--- src/rtl/pcm_rx_pkg.sv ---
package pcm_rx_pkg;
  // Strobes from the control to the datapath, one set per system clock
  typedef struct packed {
    logic shift;        // take one bit from each synchronized data line
    logic loadCh1;      // move the assembled channel-1 byte to the output
    logic loadCh2;      // move the assembled channel-2 byte to the output
    logic ch1FromLine2; // channel 1 is assembled from data line 2
  } rxStrobes_t;
endpackage

--- src/rtl/pcm_rx_insync.sv ---
module pcm_rx_insync #(
  parameter int WIDTH  = 4,
  parameter int STAGES = 2
) (
  input  logic             clk,
  input  logic             rstN,
  input  logic [WIDTH-1:0] asyncIn,
  output logic [WIDTH-1:0] syncOut
);
  logic [WIDTH-1:0] stage [STAGES];

  // Chain of flops; each input bit passes through every stage
  for (genvar s = 0; s < STAGES; s++) begin : g_stage
    always_ff @(posedge clk) begin
      if (!rstN) stage[s] <= '0;
      else if (s == 0) stage[s] <= asyncIn;
      else stage[s] <= stage[(s == 0) ? 0 : s - 1];
    end
  end

  assign syncOut = stage[STAGES-1];
endmodule

--- src/rtl/pcm_rx_ctrl.sv ---
module pcm_rx_ctrl
  import pcm_rx_pkg::*;
#(
  parameter int SAMPLE_BITS = 8,
  parameter int IDLE_W      = 16
) (
  input  logic              clk,
  input  logic              rstN,
  input  logic              serialMode,
  input  logic [IDLE_W-1:0] idleLimit,
  input  logic              bclkS,
  input  logic              syncS,
  output rxStrobes_t        strb,
  output logic              powerSave
);
  localparam int FRAME_BITS = 2 * SAMPLE_BITS;
  localparam int CNT_W      = $clog2(FRAME_BITS);

  logic              bclkPrev, syncPrev;
  logic [CNT_W-1:0]  bitCnt, curCnt;
  logic              frameActive, curActive;
  logic [IDLE_W-1:0] idleCnt;
  logic bclkFall, bclkEdge, syncRise, enterPs, doShift;
  logic lastOfFirst, lastOfSecond, frameDone;

  always_comb begin
    bclkFall     = bclkPrev & ~bclkS;
    bclkEdge     = bclkPrev ^ bclkS;
    syncRise     = syncS & ~syncPrev;
    enterPs      = !bclkEdge && !powerSave && (idleCnt == idleLimit);
    curCnt       = syncRise ? '0 : bitCnt;
    curActive    = syncRise | frameActive;
    doShift      = bclkFall && curActive;
    lastOfFirst  = (curCnt == CNT_W'(SAMPLE_BITS - 1));
    lastOfSecond = (curCnt == CNT_W'(FRAME_BITS - 1));
    frameDone    = serialMode ? lastOfSecond : lastOfFirst;
    strb.shift        = doShift;
    strb.loadCh1      = doShift && lastOfFirst;
    strb.loadCh2      = doShift && (serialMode ? lastOfSecond : lastOfFirst);
    strb.ch1FromLine2 = serialMode;
  end

  // Edge history of the synchronized bus clock and sync
  always_ff @(posedge clk) begin
    if (!rstN) begin
      bclkPrev <= 1'b0;
      syncPrev <= 1'b0;
    end else begin
      bclkPrev <= bclkS;
      syncPrev <= syncS;
    end
  end

  // Frame bit counter
  always_ff @(posedge clk) begin
    if (!rstN) begin
      bitCnt      <= '0;
      frameActive <= 1'b0;
    end else if (enterPs) begin
      bitCnt      <= '0;
      frameActive <= 1'b0;
    end else if (doShift) begin
      if (frameDone) begin
        bitCnt      <= '0;
        frameActive <= 1'b0;
      end else begin
        bitCnt      <= curCnt + 1'b1;
        frameActive <= 1'b1;
      end
    end else if (syncRise) begin
      bitCnt      <= '0;
      frameActive <= 1'b1;
    end
  end

  // Stopped-clock watchdog
  always_ff @(posedge clk) begin
    if (!rstN) begin
      idleCnt   <= '0;
      powerSave <= 1'b0;
    end else if (bclkEdge) begin
      idleCnt   <= '0;
      powerSave <= 1'b0;
    end else if (enterPs) begin
      powerSave <= 1'b1;
    end else if (!powerSave) begin
      idleCnt <= idleCnt + 1'b1;
    end
  end


  ps_clear_chk: assert property (@(posedge clk) disable iff (!rstN)
    (powerSave && bclkEdge) |=> !powerSave);


  ps_entry_chk: assert property (@(posedge clk) disable iff (!rstN)
    $rose(powerSave) |-> $past(!bclkEdge));


  ps_no_load_chk: assert property (@(posedge clk) disable iff (!rstN)
    powerSave |-> !(strb.loadCh1 || strb.loadCh2));


  serial_order_chk: assert property (@(posedge clk) disable iff (!rstN)
    (serialMode && strb.loadCh2) |-> !strb.loadCh1);
endmodule

--- src/rtl/pcm_rx_dp.sv ---
module pcm_rx_dp
  import pcm_rx_pkg::*;
#(
  parameter int SAMPLE_BITS = 8
) (
  input  logic                   clk,
  input  logic                   rstN,
  input  rxStrobes_t             strb,
  input  logic                   line1S,
  input  logic                   line2S,
  output logic [SAMPLE_BITS-1:0] ch1Data,
  output logic                   ch1Valid,
  output logic [SAMPLE_BITS-1:0] ch2Data,
  output logic                   ch2Valid
);
  logic [SAMPLE_BITS-1:0] shiftA, shiftB, nextA, nextB;

  // The bit being taken now is included in the value that gets loaded
  assign nextA = {shiftA[SAMPLE_BITS-2:0], line1S};
  assign nextB = {shiftB[SAMPLE_BITS-2:0], line2S};

  always_ff @(posedge clk) begin
    if (!rstN) begin
      shiftA   <= '0;
      shiftB   <= '0;
      ch1Data  <= '0;
      ch2Data  <= '0;
      ch1Valid <= 1'b0;
      ch2Valid <= 1'b0;
    end else begin
      ch1Valid <= strb.loadCh1;
      ch2Valid <= strb.loadCh2;
      if (strb.shift) begin
        shiftA <= nextA;
        shiftB <= nextB;
      end
      if (strb.loadCh1) ch1Data <= strb.ch1FromLine2 ? nextB : nextA;
      if (strb.loadCh2) ch2Data <= nextB;
    end
  end


  ch1_pulse_chk: assert property (@(posedge clk) disable iff (!rstN)
    ch1Valid |=> !ch1Valid);


  ch2_pulse_chk: assert property (@(posedge clk) disable iff (!rstN)
    ch2Valid |=> !ch2Valid);


  ch1_hold_chk: assert property (@(posedge clk) disable iff (!rstN)
    !strb.loadCh1 |=> $stable(ch1Data));
endmodule

--- src/rtl/pcm_rx_dual.sv ---
module pcm_rx_dual
  import pcm_rx_pkg::*;
#(
  parameter int SAMPLE_BITS = 8,
  parameter int IDLE_W      = 16,
  parameter int SYNC_STAGES = 2
) (
  input  logic                   clk,
  input  logic                   rstN,
  input  logic                   serialMode,
  input  logic [IDLE_W-1:0]      idleLimit,
  input  logic                   bitClk,
  input  logic                   frameSync,
  input  logic                   dataLine1,
  input  logic                   dataLine2,
  output logic [SAMPLE_BITS-1:0] ch1Data,
  output logic                   ch1Valid,
  output logic [SAMPLE_BITS-1:0] ch2Data,
  output logic                   ch2Valid,
  output logic                   powerSave
);
  logic [3:0] busS;
  rxStrobes_t strb;

  pcm_rx_insync #(.WIDTH(4), .STAGES(SYNC_STAGES)) i_insync (
    .clk(clk), .rstN(rstN),
    .asyncIn({dataLine2, dataLine1, frameSync, bitClk}),
    .syncOut(busS)
  );

  pcm_rx_ctrl #(.SAMPLE_BITS(SAMPLE_BITS), .IDLE_W(IDLE_W)) i_ctrl (
    .clk(clk), .rstN(rstN), .serialMode(serialMode), .idleLimit(idleLimit),
    .bclkS(busS[0]), .syncS(busS[1]), .strb(strb), .powerSave(powerSave)
  );

  pcm_rx_dp #(.SAMPLE_BITS(SAMPLE_BITS)) i_dp (
    .clk(clk), .rstN(rstN), .strb(strb),
    .line1S(busS[2]), .line2S(busS[3]),
    .ch1Data(ch1Data), .ch1Valid(ch1Valid),
    .ch2Data(ch2Data), .ch2Valid(ch2Valid)
  );
endmodule

--- config.mk ---
export PLATFORM = sky130hd
export DESIGN_NAME = pcm_rx_dual
export DESIGN_NICKNAME = d
export VERILOG_FILES = /design/src/rtl/pcm_rx_pkg.sv /design/src/rtl/pcm_rx_insync.sv /design/src/rtl/pcm_rx_ctrl.sv /design/src/rtl/pcm_rx_dp.sv /design/src/rtl/pcm_rx_dual.sv
export SDC_FILE = /design/constraint.sdc
export NUM_CORES = 1
export LEC_CHECK = 0
export CORE_MARGIN = 1.5
export CORE_UTILIZATION = 57
export DETAILED_ROUTE_END_ITERATION = 10
export PLACE_DENSITY_LB_ADDON = 0.25
export SYNTH_ARGS = -nofsm -noshare
export SYNTH_HDL_FRONTEND = slang
export SYNTH_SLANG_ARGS = --single-unit
export TNS_END_PERCENT = 1
--- constraint.sdc ---
create_clock -name clk -period 3.2 [get_ports clk]
set_clock_uncertainty 0.15 [all_clocks]
set_input_delay 0.96 -clock clk [delete_from_list [all_inputs] [get_ports clk]]
set_output_delay 0.96 -clock clk [all_outputs]
set_load 0.01 [all_outputs]
# --- Word level (Yosys, flattened, before mapping) ---
# Memory sizes are Yosys's and may differ from the RTL's.
# Index checks and enable logic that the tools add are counted.
totals:
  regBits: 56
  ram_bits: 8
  out_inout_bits: 19
  memories: 1
mem_list:
  columns: ["memory", "words", "word_bits", "rd", "rd_ports_with_merged_regs", "wr", "line", "source"]
  rows:
  - ["i_insync.stage", 2, 4, 2, 0, 2, "pcm_rx_insync.sv:10", "logic [WIDTH-1:0] stage [STAGES];"]
op_classes:
  addsub: 2
  eq_ne: 3
  muxes: 12
  bitwise_logic: 11
  reduce_logical: 11
ops:
  columns: ["cell", "n"]
  rows:
  - ["4-bit 2-to-1 mux", 5]
  - ["16-bit by 1-bit adder with 16-bit output, second input constant", 1]
  - ["16-bit equality test", 1]
  - ["8-bit 2-to-1 mux", 1]
  - ["1-bit 2-to-1 mux", 6]
  - ["1-bit logical AND", 5]
  - ["1-bit inverter", 5]
  - ["4-bit by 1-bit adder with 4-bit output, second input constant", 1]
  - ["4-bit by 3-bit equality test with 1-bit output, second input constant", 1]
  - ["4-bit equality test, second input constant", 1]
  - ["2-bit OR reduction", 2]
  - ["1-bit OR", 3]
  - ["1-bit bitwise AND", 2]
  - ["1-bit logical NOT", 2]
  - ["2-bit AND reduction", 1]
  - ["2-bit nonzero test", 1]
  - ["1-bit XOR", 1]

# --- Longest topological paths before layout ---
# Gate-level depths: netlist of the first run.
depth:
  ltp_word: 7
  ltp_mapped: 8

# --- Hierarchy ---
# From an unflattened synthesis of the first run, not the netlist that was laid out.
unflattened:
  hier_cells: 289
  area_unflattened_um2: 2835.2
modules_own_cells:
  columns: ["module", "n_inst", "cells_per_inst", "area_per_inst_um2"]
  rows:
  - ["pcm_rx_ctrl", 1, 163, 1387.6]
  - ["pcm_rx_dp", 1, 110, 1237.4]
  - ["pcm_rx_insync", 1, 16, 210.2]

# --- Worst setup path after synthesis of the first run ---
# OpenSTA, ideal clock, no wires.
synth_path:
  path_kind: "input-to-reg"
  start: "input port idleLimit[8]"
  end: "register i_ctrl.bitCnt[1]"
  setup_time_ps: 128
  arrival_time_ps: 2221
  t_required_ps: 2922
  path_slack_ps: 701
  cell_stages: 7
  cell_sequence: "xnor2_1 nand4_1 nor4_2 and2_0 buf_2 nand2b_1 nor3_1"
synth_between:
  elab_chain_len: 3
synth_lines:
  columns: ["item", "line", "source"]
  rows:
  - ["from (decl)", "pcm_rx_dual.sv:11", "input logic [IDLE_W-1:0] idleLimit,"]
  - ["16-bit equality test", "pcm_rx_ctrl.sv:30", "enterPs = !bclkEdge && !powerSave && (idleCnt == idleLimit);"]
  - ["1-bit logical AND", "pcm_rx_ctrl.sv:30", null]
  - ["2-bit OR reduction (no source line)", null, null]
  - ["to (signal assigned)", "pcm_rx_ctrl.sv:67", "bitCnt <= curCnt + 1'b1;"]
  - ["to (decl)", "pcm_rx_ctrl.sv:20", "logic [CNT_W-1:0] bitCnt, curCnt;"]
# No other way between the ends.
# A chain may end at the register's enable or synchronous reset.

# --- Worst setup path in the final report of the first run ---
layout_path:
  start: "input port idleLimit[7]"
  end: "register i_ctrl.idleCnt[13]"
layout_between:
  elab_chain_len: 4
layout_lines:
  columns: ["item", "line", "source"]
  rows:
  - ["16-bit equality test", "pcm_rx_ctrl.sv:30", null]
  - ["1-bit logical AND", "pcm_rx_ctrl.sv:30", null]
  - ["1-bit inverter (no source line)", null, null]
  - ["2-bit AND reduction (no source line)", null, null]
  - ["to (signal assigned)", "pcm_rx_ctrl.sv:87", "idleCnt <= idleCnt + 1'b1;"]
  - ["to (decl)", "pcm_rx_ctrl.sv:22", "logic [IDLE_W-1:0] idleCnt;"]
# No other way between the ends.

==> results of run 1 <==
placed cells by master, fill, tap and decap left out, types with 2 or more instances in the layout:
cell type and n:
nand3_1 4, inv_1 5, or3_1 5, a21oi_1 28, ha_1 2, nor2_1 27
nand2_1 40, o21ai_0 8, xor2_1 5, xnor2_1 19, nor2b_1 2, buf_4 7
nand2b_1 4, nor3_1 4, mux2i_1 16, clkbuf_8 11, or3_2 2, and2_1 10
a211oi_1 10, clkdlybuf4s50_1 41, clkbuf_1 2, nand4_1 6, o31ai_1 2, or4_1 4
clkinv_2 2, dfxtp_1 64
worst min-delay path by stage:
stage / cells after the start / from / endpoint
finish: 1 / i_insync.stage[0][0] / i_insync.stage[1][0]
global route: 1 / i_insync.stage[0][1] / i_insync.stage[1][1]
CTS: 1 / i_insync.stage[0][3] / i_insync.stage[1][3]
detailed placement: 1 / i_insync.stage[0][3] / i_insync.stage[1][3]
global placement: 1 / i_insync.stage[0][0] / i_insync.stage[1][0]
floorplan: 1 / i_insync.stage[0][0] / i_insync.stage[1][0]
per-layer routing:
layer	wire length, microns	track usage (%)	up-vias
met4	39	6.29	0
met3	296	8.02	4
met1	2560	32.5	986
met2	2340	33.4	60
met5	0	0	-
li1	-	-	1110
cell usage after synthesis, types with 2 or more instances:
library cell | number | share of area [%]
o21ai_0 | 8 | 1.5
xnor2_1 | 19 | 6.3
or3_1 | 5 | 1.2
nand2_1 | 40 | 5.6
dfxtp_1 | 64 | 48
nand3_1 | 4 | 0.75
nor3_1 | 4 | 0.75
a21oi_1 | 28 | 5.3
inv_1 | 5 | 0.70
nor2b_1 | 2 | 0.47
xor2_1 | 5 | 1.6
and2_1 | 10 | 2.3
a211oi_1 | 10 | 2.8
or4_1 | 4 | 1.1
buf_2 | 4 | 0.75
nand4_1 | 6 | 1.4
mux2i_1 | 16 | 6.0
nor2_1 | 27 | 3.8
clkbuf_1 | 5 | 0.70
o31ai_1 | 2 | 0.56
nand2b_1 | 4 | 0.94
or3_2 | 2 | 0.56
ha_1 | 2 | 0.94
metrics by stage:
| stage | std cells | hold slack [ps] | total power, mW |
|---|---|---|---|
| floorplan | 295 | 262 | 0.875 |
| global placement | 383 | 266 | 0.915 |
| detailed placement | 383 | 269 | 0.918 |
| CTS | 399 | 282 | 1.60 |
| global route | 399 | 287 | 1.64 |
| finish | 399 | 280 | 1.58 |
flip-flops by register name, summed over array words and instances (netlist names), 4 cells and up:
signal,flops
i_ctrl.idleCnt,16
i_dp.ch1Data,8
i_dp.ch2Data,8
i_insync.stage,8
i_dp.shiftA,7
i_dp.shiftB,7
i_ctrl.bitCnt,4
area by class of cell:
cell class	count	area [sq um]
tap	52	65.1
clock inverter	3	40.0
clock buffer	13	159
multi-input combinational	214	1300
sequential	64	1280
inverter	5	18.8
timing repair buffer	48	463
fill	338	1090
power by group:
part,internal (mW),switching (mW)
logic,0.0476,0.0393
clock network,0.400,0.280
registers,0.806,0.00719
cells by family (layout without fill, tap and decap cells):
family	Yosys count	count (layout)	share of synthesized area, %
XOR/XNOR	24	24	7.89
AO/OA/AOI/OAI	53	53	11.5
AND/OR/NAND/NOR	119	119	22.5
flip-flops	64	64	48.1
adder cells (fa/ha/maj)	2	2	0.940
multiplexers	16	16	6.01
buffers and inverters	17	69	3.05
==> results.yml, run 1 <==
status:
  outcome: "completed"
sta:
  finalMaxSlewViolations: 0
  rsz0062_at_grt: "false"
  worstMarginPinSlew_ps: 1040
  maxSlewHeadroom_pct: 29.9
  setup_tns_ps: 0
  setup_viol: 0
  period_needed_ps: 2660
  period_share_pct: 83.0
  hold_violations: 0
  fin_ws_ps: 544
  clock.fmax_ghz: 0.377
clock_network:
  clk_pin_slew_worst_paths_ps: 60
  root_buffer: "clkbuf_8"
  cts_tree: "built"
  ctsHoldBuffers: 0
  cts_resized: 0
  cts_made_buffers: 9
  htree_levels: 3
  cts.sinks: 64
  clkLatencyLatePin_ps: 330
  cts_buffer_depth: 2
  post-cts-setup-buffer-count: 0
setup_path:
  r2r-end: "i_dp.ch2Data[0]"
  critical_path_required_ps: 3310
  crit_buf_inv: 2
  cp_max_fo: 12
  slowest_stage: "or4_1"
  end_kind: "flop"
  path_depth: 7
  ff2ff_setup_slack_ps: 930
  cpPeakStageDelay_ps: 520
  crit_type: "input port to flop"
  startpoint: "idleLimit[7]"
  start_kind: "input port"
  cp_cell_sequence: "clkdlybuf4s50_1 > xor2_1 > nor3_1 > buf_4 > a21o_1 > or4_1 > a21oi_1"
  r2r.worst_path.cells: 7
  r2r_start: "i_insync.stage[1][0]"
  path_delay_family: "buffers and inverters"
  endpoint: "i_ctrl.idleCnt[13]"
  cp_data_arrival_time_ps: 2760
detailed_routing:
  vias: 2160
  via_per_inst: 5.41
  ant_nets: 0
  wirelength_microns: 5230
  routedWlPerCell_microns: 13.1
  dr.pass1.iters: 4
  first_iter_violations: 140
  drc_errors: 0
global_routing:
  grt_max_degree: 34
  grt_pass1_wl_microns: 9160
  overflow: 0
  grt_pass1_vias: 1985
  grt_usage_pct: 22.9
  antenna_found_initial: 0
floorplanning:
  dieArea_sq_um: 5090
  placementRows: 24
  io_pins: 42
  initial_core_util_pct: 60.3
  core_sq_um: 4410
  die_w_microns: 71.3
  dieHeight_microns: 71.3
final_layout:
  antennaDiodeCount: 0
  area_growth_pct: 25.0
  drive_above_1_share_pct: 8.65
  fin_area_sq_um: 3330
  postLayoutCoreUtil_pct: 75.4
  fin_nets: 367
yosys:
  synth_edf_count: 0
  ys_seq_area_share_pct: 48.1
  netlist_area_sq_um: 2660
  syn_area_per_cell_sq_um: 9.03
  async_reset_ff_share_pct: 0
  synthFlopType: "dfxtp_1"
  yosysWarnings: 0
  synth_seq_cells: 64
  synthCells: 295
  yosysUniqueCellTypes: 42
  synth_fp_nets: 320
placed_design:
  place_congestion: 0.850
  post_dp_cell_area_sq_um: 3130
  dp_hpwl_microns: 3710
  pre_cts_slack_ps: 208
  io_buffer_count: 41
power_and_ir_drop:
  ir_drop_mv: 0.402
  power_per_cell_area_nw_per_um2: 475
  p_leak_nw: 1.20
run:
  cap_violations: 0
hold_path:
  hold_class: "flop to flop"
Power figures use the tool's default switching activity.
==> run 2: changes to the inputs <==
--- a/config.mk
+++ b/config.mk
@@ -6,7 +6,7 @@
 export NUM_CORES = 1
 export LEC_CHECK = 0
 export CORE_MARGIN = 1.5
-export CORE_UTILIZATION = 57
+export CORE_UTILIZATION = 48
 export DETAILED_ROUTE_END_ITERATION = 10
 export PLACE_DENSITY_LB_ADDON = 0.25
 export SYNTH_ARGS = -nofsm -noshare
==> constraint.sdc (replaced) <==
create_clock -name clk -period 2.3 [get_ports clk]
set_clock_uncertainty 0.15 [all_clocks]
set_input_delay 0.69 -clock clk [delete_from_list [all_inputs] [get_ports clk]]
set_output_delay 0.69 -clock clk [all_outputs]
set_load 0.01 [all_outputs]
==> run 2 against run 1 <==
Global-route usage shrank 2.9 points. Non-clock buffer count up 10. Clock power increased by 39%. Count of clock-buffer cells in the layout decreased by 2. Sequential power grew 39%. Flip-flop and latch count is the same. Power up 40%. Register-to-register slack got worse by 770 ps. Die area rose by 18%. Final cell count grew 7.3%.
==> results.yml, run 2 (same netlist as run 1, synthesis figures left out) <==
global_routing:
  busiest_layer: "met2"
  grt_max_degree: 34
  grt_usage_pct: 20.1
  use_met1_pct: 28.0
  overflow: 0
  grt_pass1_wl_microns: 9360
  met2_usage_pct: 28.1
  grt_use_met3_pct: 5.53
  grt_pass1_vias: 1992
  antenna_found_initial: 0
setup_path:
  cp_cell_sequence: "clkdlybuf4s50_1 > xor2_1 > nor3_2 > and2_4 > buf_4 > or3_2 > a21oi_1"
  cp_max_fo: 9
  cp_data_arrival_time_ps: 2340
  crit_buf_inv: 2
  path_delay_family: "simple AND/OR/NAND/NOR gates"
  critical_path_required_ps: 2420
  end_kind: "flop"
  crit_type: "input port to flop"
  start_kind: "input port"
  slowest_stage: "clkdlybuf4s50_1"
  cpPeakStageDelay_ps: 470
final_layout:
  regMostFlops: "i_ctrl.idleCnt"
  largest_reg_flops: 16
  fin_nets: 378
  drive_above_1_share_pct: 13.7
  antennaDiodeCount: 0
  final_common_cell: "dfxtp_1"
  area_growth_pct: 33.3
  final_cell_mix: "dfxtp_1 (64), nand2_1 (40), a21oi_1 (28), clkdlybuf4s50_1 (28), nor2_1 (27)"
floorplanning:
  placementRows: 26
  dieHeight_microns: 77.5
  io_pins: 42
  die_w_microns: 77.5
  initial_core_util_pct: 50.8
  core_sq_um: 5240
  dieArea_sq_um: 6000
hold_path:
  hold_class: "flop to flop"
power_and_ir_drop:
  power_per_cell_area_nw_per_um2: 625
  p_leak_nw: 1.41
  ir_drop_mv: 0.491
detailed_routing:
  routedWlPerCell_microns: 12.9
  vias: 2194
  wirelength_microns: 5510
  drc_errors: 0
  first_iter_violations: 112
  dr.pass1.iters: 4
  via_per_inst: 5.13
  ant_nets: 0
clock_network:
  clkLatencyLatePin_ps: 330
  cts_made_buffers: 9
  cts_buffer_depth: 2
  htree_levels: 3
  cts.sinks: 64
  root_buffer: "clkbuf_8"
  cts_tree: "built"
  clk_pin_slew_worst_paths_ps: 70
  ctsHoldBuffers: 0
sta:
  hold_ws_ps: 284
  finalMaxSlewViolations: 0
  setup_viol: 0
  setup_tns_ps: 0
  rsz0062_at_grt: "false"
  hold_violations: 0
  clock.fmax_ghz: 0.451
  period_needed_ps: 2220
  period_share_pct: 96.3
  maxSlewHeadroom_pct: 31.3
  worstMarginPinSlew_ps: 1020
run:
  cap_violations: 0
placed_design:
  io_buffer_count: 41
  place_congestion: 0.809
  dp_hpwl_microns: 3820
status:
  outcome: "completed"
==> run 2: cell types whose count changed in the layout (fill, tap and decap cells not counted), sizes merged <==
cell and delta:
clkbuf -2, clkdlybuf4s50 -13, clkinv +1, clkinvlp +1
a21o +1, buf +10, dlymetal6s2s +13
==> run 2: where the power goes <==
part / leakage, nW / switching [mW] / internal, mW / total [mW]
clock network: 0.0993 / 0.421 / 0.528 / 0.949
logic: 0.789 / 0.0654 / 0.0750 / 0.140
registers: 0.518 / 0.00660 / 1.12 / 1.13
total: 1.41 / 0.493 / 1.72 / 2.22
==> run 2: through the flow <==
stage               power, mW  utilization [%]  worst slack (ps)  cell area [sq um]  instances
floorplan                1.22                -              70.9               2660        295
global placement         1.29             61.8              -396               3240        409
detailed placement       1.29             61.8              -444               3240        409
CTS                      2.24             66.0             0.211               3460        427
global route             2.32             67.8              11.9               3550        428
finish                   2.22             67.8              84.1               3550        428
==> run 2: worst register-to-register path, delay by kind of cell (launching register included) <==
kind            cells  cell delay, ps
buf+inv             3             330
flops               1             310
simple gates        4             750
compound gates      1             220
fa+ha+maj           1             320
==> run 2: metal layers <==
metal  vias up  share of wire [%]
met5         -                  0
met4         0                1.4
met3         7                4.7
met2        60                 44
met1       995                 50
li1       1132                  -
==> run 2: worst paths after layout <==
path / start / cells past startpoint / endpoint / slack (ps)
worst max-delay path: idleLimit[14] / 7 / i_ctrl.idleCnt[6] / 80
worst min-delay path: i_insync.stage[0][2] / 1 / i_insync.stage[1][2] / 280
worst max register to register: i_insync.stage[1][0] / 9 / i_ctrl.idleCnt[12] / 160
worst min register to register: i_insync.stage[0][2] / 1 / i_insync.stage[1][2] / 280
==> run 2: layout make-up <==
type                       instances  area [sq um]
sequential                        64          1280
timing repair buffer              58           596
clock buffer                      11           141
multi-input combinational        215          1370
clock inverter                     5          56.3
fill                             424          1690
inverter                           5          18.8
tap                               70          87.6
==> run 2: what timing repair did <==
action,4_1_cts,5_1_grt
setup endpoints to repair,7,22
setup buffers,1,1
gates resized for setup,3,21
gates cloned,1,0
pin swaps,6,15
